<file path="src/rtl/i2c_acmp_pkg.sv">
package i2c_acmp_pkg;
  // Position within the current transfer, as seen by the comparator
  typedef enum logic [1:0] {
    SEQ_IDLE  = 2'd0,  // not armed: disabled, or waiting for a START
    SEQ_ARMED = 2'd1,  // START seen, next byte is the address byte
    SEQ_DATA  = 2'd2   // address byte consumed, ignore the rest
  } acmp_seq_e;

  typedef struct packed {
    logic own_hit;
    logic bcast_hit;
    logic rw;
  } acmp_match_t;
endpackage

</file>
<file path="src/rtl/i2c_acmp_rstsync.sv">
module i2c_acmp_rstsync #(
  parameter int unsigned STAGES = 2
) (
  input  logic clk,
  input  logic rst_n,
  output logic rst_sync_n
);
  logic [STAGES-1:0] sync_q;
  logic [STAGES-1:0] sync_d;

  always_comb begin
    sync_d = {sync_q[STAGES-2:0], 1'b1};
  end

  always_ff @(posedge clk or negedge rst_n) begin
    if (!rst_n) sync_q <= '0;
    else        sync_q <= sync_d;
  end

  assign rst_sync_n = sync_q[STAGES-1];
endmodule

</file>
<file path="src/rtl/i2c_acmp_seq.sv">
module i2c_acmp_seq
  import i2c_acmp_pkg::*;
(
  input  logic clk,
  input  logic rst_ni,
  input  logic enable_i,
  input  logic start_i,
  input  logic byte_done_i,
  output logic cmp_o
);
  acmp_seq_e state_q;
  acmp_seq_e state_d;

  // the address byte is the first byte strobe seen while armed
  always_comb begin
    cmp_o = enable_i && (state_q == SEQ_ARMED) && byte_done_i && !start_i;
  end

  always_comb begin
    state_d = state_q;
    if (!enable_i) begin
      state_d = SEQ_IDLE;
    end else if (start_i) begin
      state_d = SEQ_ARMED;
    end else if (state_q == SEQ_ARMED && byte_done_i) begin
      state_d = SEQ_DATA;
    end
  end

  always_ff @(posedge clk or negedge rst_ni) begin
    if (!rst_ni) state_q <= SEQ_IDLE;
    else         state_q <= state_d;
  end

  // no two compares back to back without a new START in between
  assert_one_cmp_per_start_R7 : assert property (@(posedge clk) disable iff (!rst_ni)
    cmp_o |=> !cmp_o);

  // disabling always drops the comparator out of the armed state
  assert_disable_disarms_R6 : assert property (@(posedge clk) disable iff (!rst_ni)
    !enable_i |=> state_q == SEQ_IDLE);
endmodule

</file>
<file path="src/rtl/i2c_acmp_match.sv">
module i2c_acmp_match
  import i2c_acmp_pkg::*;
#(
  parameter int unsigned ADDR_W = 7,
  parameter logic [ADDR_W-1:0] BCAST_ADDR = '0,
  localparam int unsigned BYTE_W = ADDR_W + 1
) (
  input  logic [BYTE_W-1:0] rx_byte_i,
  input  logic [ADDR_W-1:0] own_addr_i,
  output acmp_match_t       match_o
);
  logic [ADDR_W-1:0] field;

  always_comb begin
    field             = rx_byte_i[BYTE_W-1:1];
    match_o.rw        = rx_byte_i[0];
    match_o.own_hit   = (field == own_addr_i);
    // a broadcast call is always a write
    match_o.bcast_hit = (field == BCAST_ADDR) && !rx_byte_i[0];
  end
endmodule

</file>
<file path="src/rtl/i2c_acmp_flags.sv">
module i2c_acmp_flags
  import i2c_acmp_pkg::*;
(
  input  logic        clk,
  input  logic        rst_ni,
  input  logic        cmp_i,
  input  acmp_match_t match_i,
  input  logic        self_master_i,
  input  logic        clr_addr_i,
  input  logic        clr_bcast_i,
  output logic        addressed_o,
  output logic        bcast_o,
  output logic        irq_o,
  output logic        ack_req_o,
  output logic        rw_o
);
  logic slave_hit;
  logic bcast_set;
  logic addressed_d, bcast_d, irq_d, ack_d, rw_d;
  logic rw_en;

  always_comb begin
    slave_hit   = cmp_i && (match_i.own_hit || match_i.bcast_hit) && !self_master_i;
    bcast_set   = cmp_i && match_i.bcast_hit;
    addressed_d = slave_hit || (addressed_o && !clr_addr_i);
    bcast_d     = bcast_set || (bcast_o && !clr_bcast_i);
    irq_d       = slave_hit;
    ack_d       = slave_hit;
    rw_en       = slave_hit;
    rw_d        = match_i.rw;
  end

  always_ff @(posedge clk or negedge rst_ni) begin
    if (!rst_ni) begin
      addressed_o <= 1'b0;
      bcast_o     <= 1'b0;
      irq_o       <= 1'b0;
      ack_req_o   <= 1'b0;
    end else begin
      addressed_o <= addressed_d;
      bcast_o     <= bcast_d;
      irq_o       <= irq_d;
      ack_req_o   <= ack_d;
    end
  end

  always_ff @(posedge clk or negedge rst_ni) begin
    if (!rst_ni)    rw_o <= 1'b0;
    else if (rw_en) rw_o <= rw_d;
  end

  assert_irq_single_R4 : assert property (@(posedge clk) disable iff (!rst_ni)
    irq_o |=> !irq_o);

  assert_irq_with_flag_R1 : assert property (@(posedge clk) disable iff (!rst_ni)
    irq_o |-> addressed_o);

  assert_addr_sticky_R3 : assert property (@(posedge clk) disable iff (!rst_ni)
    (addressed_o && !clr_addr_i) |=> addressed_o);

  assert_bcast_sticky_R3 : assert property (@(posedge clk) disable iff (!rst_ni)
    (bcast_o && !clr_bcast_i) |=> bcast_o);

  assert_rw_hold_R5 : assert property (@(posedge clk) disable iff (!rst_ni)
    !irq_d |=> $stable(rw_o));
endmodule

</file>
<file path="src/rtl/i2c_addr_cmp.sv">
module i2c_addr_cmp
  import i2c_acmp_pkg::*;
#(
  parameter int unsigned ADDR_W = 7,
  parameter logic [ADDR_W-1:0] BCAST_ADDR = '0,
  localparam int unsigned BYTE_W = ADDR_W + 1
) (
  input  logic              clk,
  input  logic              rst_n,
  input  logic              enable,
  input  logic              self_master,
  input  logic              start_det,
  input  logic              byte_done,
  input  logic [BYTE_W-1:0] rx_byte,
  input  logic [ADDR_W-1:0] own_addr,
  input  logic              clr_addr,
  input  logic              clr_bcast,
  output logic              addressed,
  output logic              bcast_rcvd,
  output logic              irq,
  output logic              ack_req,
  output logic              rw_bit
);
  logic        rst_ni;
  logic        cmp;
  acmp_match_t match;

  i2c_acmp_rstsync #(.STAGES(2)) u_rst (
    .clk        (clk),
    .rst_n      (rst_n),
    .rst_sync_n (rst_ni)
  );

  i2c_acmp_seq u_seq (
    .clk         (clk),
    .rst_ni      (rst_ni),
    .enable_i    (enable),
    .start_i     (start_det),
    .byte_done_i (byte_done),
    .cmp_o       (cmp)
  );

  i2c_acmp_match #(.ADDR_W(ADDR_W), .BCAST_ADDR(BCAST_ADDR)) u_match (
    .rx_byte_i  (rx_byte),
    .own_addr_i (own_addr),
    .match_o    (match)
  );

  i2c_acmp_flags u_flags (
    .clk           (clk),
    .rst_ni        (rst_ni),
    .cmp_i         (cmp),
    .match_i       (match),
    .self_master_i (self_master),
    .clr_addr_i    (clr_addr),
    .clr_bcast_i   (clr_bcast),
    .addressed_o   (addressed),
    .bcast_o       (bcast_rcvd),
    .irq_o         (irq),
    .ack_req_o     (ack_req),
    .rw_o          (rw_bit)
  );

  assert_quiet_when_off_R6 : assert property (@(posedge clk) disable iff (!rst_ni)
    !enable |=> !irq && !ack_req);

  assert_master_no_ack_R8 : assert property (@(posedge clk) disable iff (!rst_ni)
    self_master |=> !irq && !ack_req);

  assert_ack_follows_irq_R4 : assert property (@(posedge clk) disable iff (!rst_ni)
    ack_req |-> irq);
endmodule

</file>
<file path="config.mk">
export PLATFORM = sky130hd
export DESIGN_NAME = i2c_addr_cmp
export DESIGN_NICKNAME = d
export VERILOG_FILES = /design/src/rtl/i2c_acmp_pkg.sv /design/src/rtl/i2c_acmp_rstsync.sv /design/src/rtl/i2c_acmp_seq.sv /design/src/rtl/i2c_acmp_match.sv /design/src/rtl/i2c_acmp_flags.sv /design/src/rtl/i2c_addr_cmp.sv
export SDC_FILE = /design/constraint.sdc
export NUM_CORES = 1
export LEC_CHECK = 0
export ABC_AREA = 1
export CORE_AREA = 8 8 49 51
export DETAILED_ROUTE_END_ITERATION = 7
export DIE_AREA = 0 0 57 59
export DONT_BUFFER_PORTS = 1
export PLACE_DENSITY = 0.42
export RECOVER_POWER = 100
export SETUP_SLACK_MARGIN = 0.15
export SLEW_MARGIN = 30
export SYNTH_ARGS = -nofsm -noshare
export SYNTH_HDL_FRONTEND = slang
export SYNTH_SLANG_ARGS = --single-unit
</file>
<file path="constraint.sdc">
create_clock -name clk -period 0.9 [get_ports clk]
set_input_delay 0.045 -clock clk [delete_from_list [all_inputs] [get_ports clk]]
set_output_delay 0.045 -clock clk [all_outputs]
set_load 0.05 [all_outputs]
</file>
---- Yosys cells after proc, flatten, opt, wreduce, memory -nomap -nowiden ----
Cells that the tools add are included.
operators by class
  equal/unequal tests ..................... 3
  mux-type cells .......................... 3
  reduce and logical (&&, ||, !) cells .... 19
operator list
  cell                                                             number
  1-bit logical AND                                                10
  7-bit == test                                                    1
  7-bit zero test                                                  1
  2-bit two-way mux                                                3
  1-bit zero test                                                  5
  1-bit logical OR                                                 3
  3-bit by 1-bit != test with 1-bit output, second input constant  1
  2-bit by 1-bit == test with 1-bit output, second input constant  1
storage, ports and cells
  register bits after elaboration ......... 8
  bits of input ports ..................... 23
  output and inout bits ................... 5
  word-level logic and storage cells ...... 31

---- Longest topological paths before layout ----
  depth after elaboration ................. 7
  mapped depth ............................ 9
  depth with buffers taken out ............ 9

---- Hierarchy ----
Synthesis repeated with hierarchy kept, for this count alone.
second synthesis, totals
  cells, all modules ...................... 76
  area total of the unflattened synthesis .. 495.5 um2
modules (own cells, without submodules)
  module            instances  cells each  area an instance (um2)  seq. area each (um2)
  i2c_acmp_flags    1          19          170.2                   100.1
  i2c_acmp_match    1          40          170.2                   0.0
  i2c_acmp_seq      1          14          101.3                   50.0
  i2c_acmp_rstsync  1          3           53.8                    50.0

---- Worst setup path before layout ----
No wires, ideal clock.
  path type ............................... register to register
  start point ............................. register u_seq.state_q[1]
  end point ............................... register u_flags.rw_o
  setup time .............................. 0.119 ns
  arrival ................................. 0.898 ns
  data required time ...................... 0.781 ns
  slack ................................... -0.117 ns
  stages on the path, launching flop included .. 7
  path buffers ............................ 0
  clock period less this slack ............ 1.017 ns
  cell sequence ........................... dfrtp_1 nor2_1 nand2_1 nor2_1 nand2_2 nand2_1 nand2_1
between the ends
  cells in the longest elaborated chain, start to end .. 6
RTL lines
  element                                   line                  text
  start, declared                           i2c_acmp_seq.sv:11    acmp_seq_e state_q;
  start signal, assigned                    i2c_acmp_seq.sv:32    else state_q <= state_d;
  2-bit by 1-bit == test with 1-bit output  i2c_acmp_seq.sv:16    cmp_o = enable_i && (state_q == SEQ_ARMED) && byte_done_i && !start_i;
  1-bit logical AND (3 in series)           i2c_acmp_seq.sv:16
  1-bit logical AND (2 in series)           i2c_acmp_flags.sv:23  slave_hit = cmp_i && (match_i.own_hit || match_i.bcast_hit) && !self_master_i;
  end signal, assigned                      i2c_acmp_flags.sv:49  else if (rw_en) rw_o <= rw_d;
  end, declared                             i2c_acmp_flags.sv:15  output logic rw_o
No other way between the ends.
A chain may end at the register's enable or synchronous reset.

---- Worst setup path after layout ----
Ends and elaborated chain as after synthesis.

==> reports/qor.txt <==
Post-Route WL - 1.12 mm
Final cycle utilization of the critical path - 109%
Clock Sinks - 8
Total gr overflow - 0
Core Region - 1650 µm²
Fin cells - 105
Die area - 3360 µm²
Crit path largest cell delay - 0.38 ns
Placed Cells - 95
Pre-CTS setup slack - -0.0890 ns
Power per Cell Area - 1130 nW/µm²
Seq/Total Area, Yosys - 41.9%
Hold buffer count at cts - 6
Hold Vio Cnt, Final - 2
Min-delay worst type - input pin to register
Final min period - 0.984 ns
RePlAce Congestion - 0.652
CTS tree - built
Max-slew violations - 0
FFs w/ async S/R, synth - 100%
Mapped Nets - 97
Dpl hpwl - 957 µm
Max Cap Viol - 0
H-tree level count - 1
Final setup fails - 4
Root Driver - clkbuf_4
Total GRT Usage - 7.14%
Crit path cell chain - nor2_2, nand2_2, nor2_4, nand2_2, nand2_1, nand2_1
VDD IR max - 0.673 mV
Leak Pwr - 0.000383 µW
Share of the synthesized area in the top cell type - 41.9%
Initial DRC Count - 3
Post-synthesis cell area - 478 µm²
Most common cell in the netlist - nand2_1
Vias - 463
Die X - 57 µm
CTS max path bufs - 2
Clock latency on the worst-skew pair - 0.25 ns
Outcome - finished with violations
Fillers - 192
Commonest cells post-synth - 26 x nand2_1, 19 x inv_1, 9 x nor2_1, 8 x dfrtp_1, 4 x nand3_1
Crit end category - register
Hold Path Cell Cnt - 2
Worst EP required - 1.04 ns
Synth Area per Inst - 6.46 µm²
CTS buffer count - 3
I/O pins - 28
Pre-Repair DR Iteration Count - 2
Routed len/inst - 10.6 µm
Post-route cell area - 662 µm²
Initial antenna violation count - 0
Layout cells sized above 1 - 20.5%
Critical R2R Launch - u_seq.state_q[1]$_DFFE_PN0P_
Hold_ws - -0.0587 ns
Initial Util - 28.9%
Largest net degree at the start of global routing - 7
Largest fanout on the critical path - 3
Yosys Warn Count - 0
Net count reported at finish - 113
Vias in the first global route - 497
DRC viols - 0
Setup WS post-layout - -0.0842 ns
Syn Inst Count - 74
Largest cells by area after synthesis - dfrtp_1 42%, nand2_1 20%, inv_1 15%
FP Rows - 15
Worst path bufs/invs - 0
Multi-input combinational cell area - 215 µm²
DR vias/cell - 4.41
Reg2Reg Depth - 6
Worst-case hold path end point - u_flags.rw_o$_DFFE_PN0P_
CP delay by family, top - simple AND/OR/NAND/NOR gates
RSZ-0062 raised after global routing - true
Post-synthesis cell type count - 13
CP max stage cell - dfrtp_1
Arr. time, crit path - 1.13 ns
Peak Freq - 1020 MHz
Layout Utilization - 40.1%
PortBufs - 0
Number of synthesized flops with an enable pin - 0
Kind of critical path - register to register
Yosys top cell by area - dfrtp_1
Hold Startpoint - rx_byte[0]
Clock skew - 0.00525 ns
Detail Route Antenna Nets - 0
Clock slew at reported path FFs - 0.05 ns
First-pass GRT wire length - 1.92 mm
DP Area - 549 µm²
Yosys reg bits - 8
Setup TNS - -0.198 ns
Dominant synthesized flop cell - dfrtp_1
Synth-to-layout area growth - 38.5%
Reg area - 203 µm²
Startpoint class of the critical path - register
R2R Setup Slk - -0.08 ns
Failing checks - hold timing, setup timing
Die Y-Extent - 59 µm
Ant diodes - 0
R2R Path End - u_flags.rw_o$_DFFE_PN0P_
[through the flow]
| stage | hold slack (ns) | power [µW] |
|---|---|---|
| 6_report | -0.0587 | 745 |
| 5_1_grt | -0.0604 | 806 |
| 4_1_cts | -0.0637 | 760 |
| 3_5_place_dp | -0.251 | 458 |
| 3_3_place_gp | -0.251 | 457 |
| 2_1_floorplan | -0.251 | 443 |
[placed cells by master, fill, tap and decap left out]
cell           netlist  final
a21oi_2              0      1
buf_12               0      1
buf_4                1      3
buf_6                0      1
buf_8                0      1
clkbuf_4             0      3
conb_1               1      1
dfrtp_1              8      6
dfrtp_2              0      2
dlygate4sd3_1        0      6
inv_1               19     18
inv_2                0      1
nand2_1             26     25
nand2_2              1      2
nand3_1              4      4
nor2_1               9      7
nor2_2               0      1
nor2_4               0      1
o21a_1               1      1
o21ai_0              1      1
o21bai_2             1      1
o32ai_1              1      1
[sequential cells by signal, summed over array words and instances, names as in the netlist]
name / flops
u_flags.bcast_o: 1
u_seq.state_q: 2
u_flags.rw_o: 1
u_flags.addressed_o: 1
u_rst.sync_q: 2
u_flags.irq_o: 1
[worst max path at each step]
stage                                 start                       end  slack (ns)  cells after the start
2_1_floorplan  u_seq.state_q[1]$_DFFE_PN0P_  u_flags.rw_o$_DFFE_PN0P_       -0.07                      6
3_3_place_gp   u_seq.state_q[1]$_DFFE_PN0P_  u_flags.rw_o$_DFFE_PN0P_       -0.06                      6
3_5_place_dp   u_seq.state_q[1]$_DFFE_PN0P_  u_flags.rw_o$_DFFE_PN0P_       -0.09                      6
4_1_cts        u_seq.state_q[1]$_DFFE_PN0P_  u_flags.rw_o$_DFFE_PN0P_        -0.1                      6
5_1_grt        u_seq.state_q[1]$_DFFE_PN0P_  u_flags.rw_o$_DFFE_PN0P_       -0.16                      6
6_report       u_seq.state_q[1]$_DFFE_PN0P_  u_flags.rw_o$_DFFE_PN0P_       -0.08                      6
[repair_timing]
action	4_1_cts	5_1_grt
setup buffers	1	0
pin swaps	2	2
endpoints found under the hold margin	8	2
gates resized for setup	5	2
setup endpoints to repair	11	11
[final cells by class]
type	instances	share of cell area (%)
multi-input cells	46	32.5
flip-flops and latches	8	30.6
clock buffers	3	3.40
inverters	19	10.8
well taps	17	3.21
repair buffers	12	19.5
[per-layer routing]
metal	global-route usage [%]	vias to the layer above	share of wire, %
li1	-	240	-
met1	6.10	202	32
met2	11.3	19	47
met3	5.36	2	19
met4	5.03	0	1.4
met5	0	-	0
[power breakdown]
part | internal (µW) | switching, µW
sequential | 370 | 8.13
clock | 152 | 112
combinational | 54.0 | 49.5
total | 576 | 170
[kinds of logic after synthesis]
family,after synthesis,share of synthesized area (%)
and+or+nand+nor,40,33.0
buffers and inverters,20,16.5
DFF,8,41.9
AOI/OAI and AO/OA,5,7.85
other,1,0.785
(Power assumes the default switching activity.)
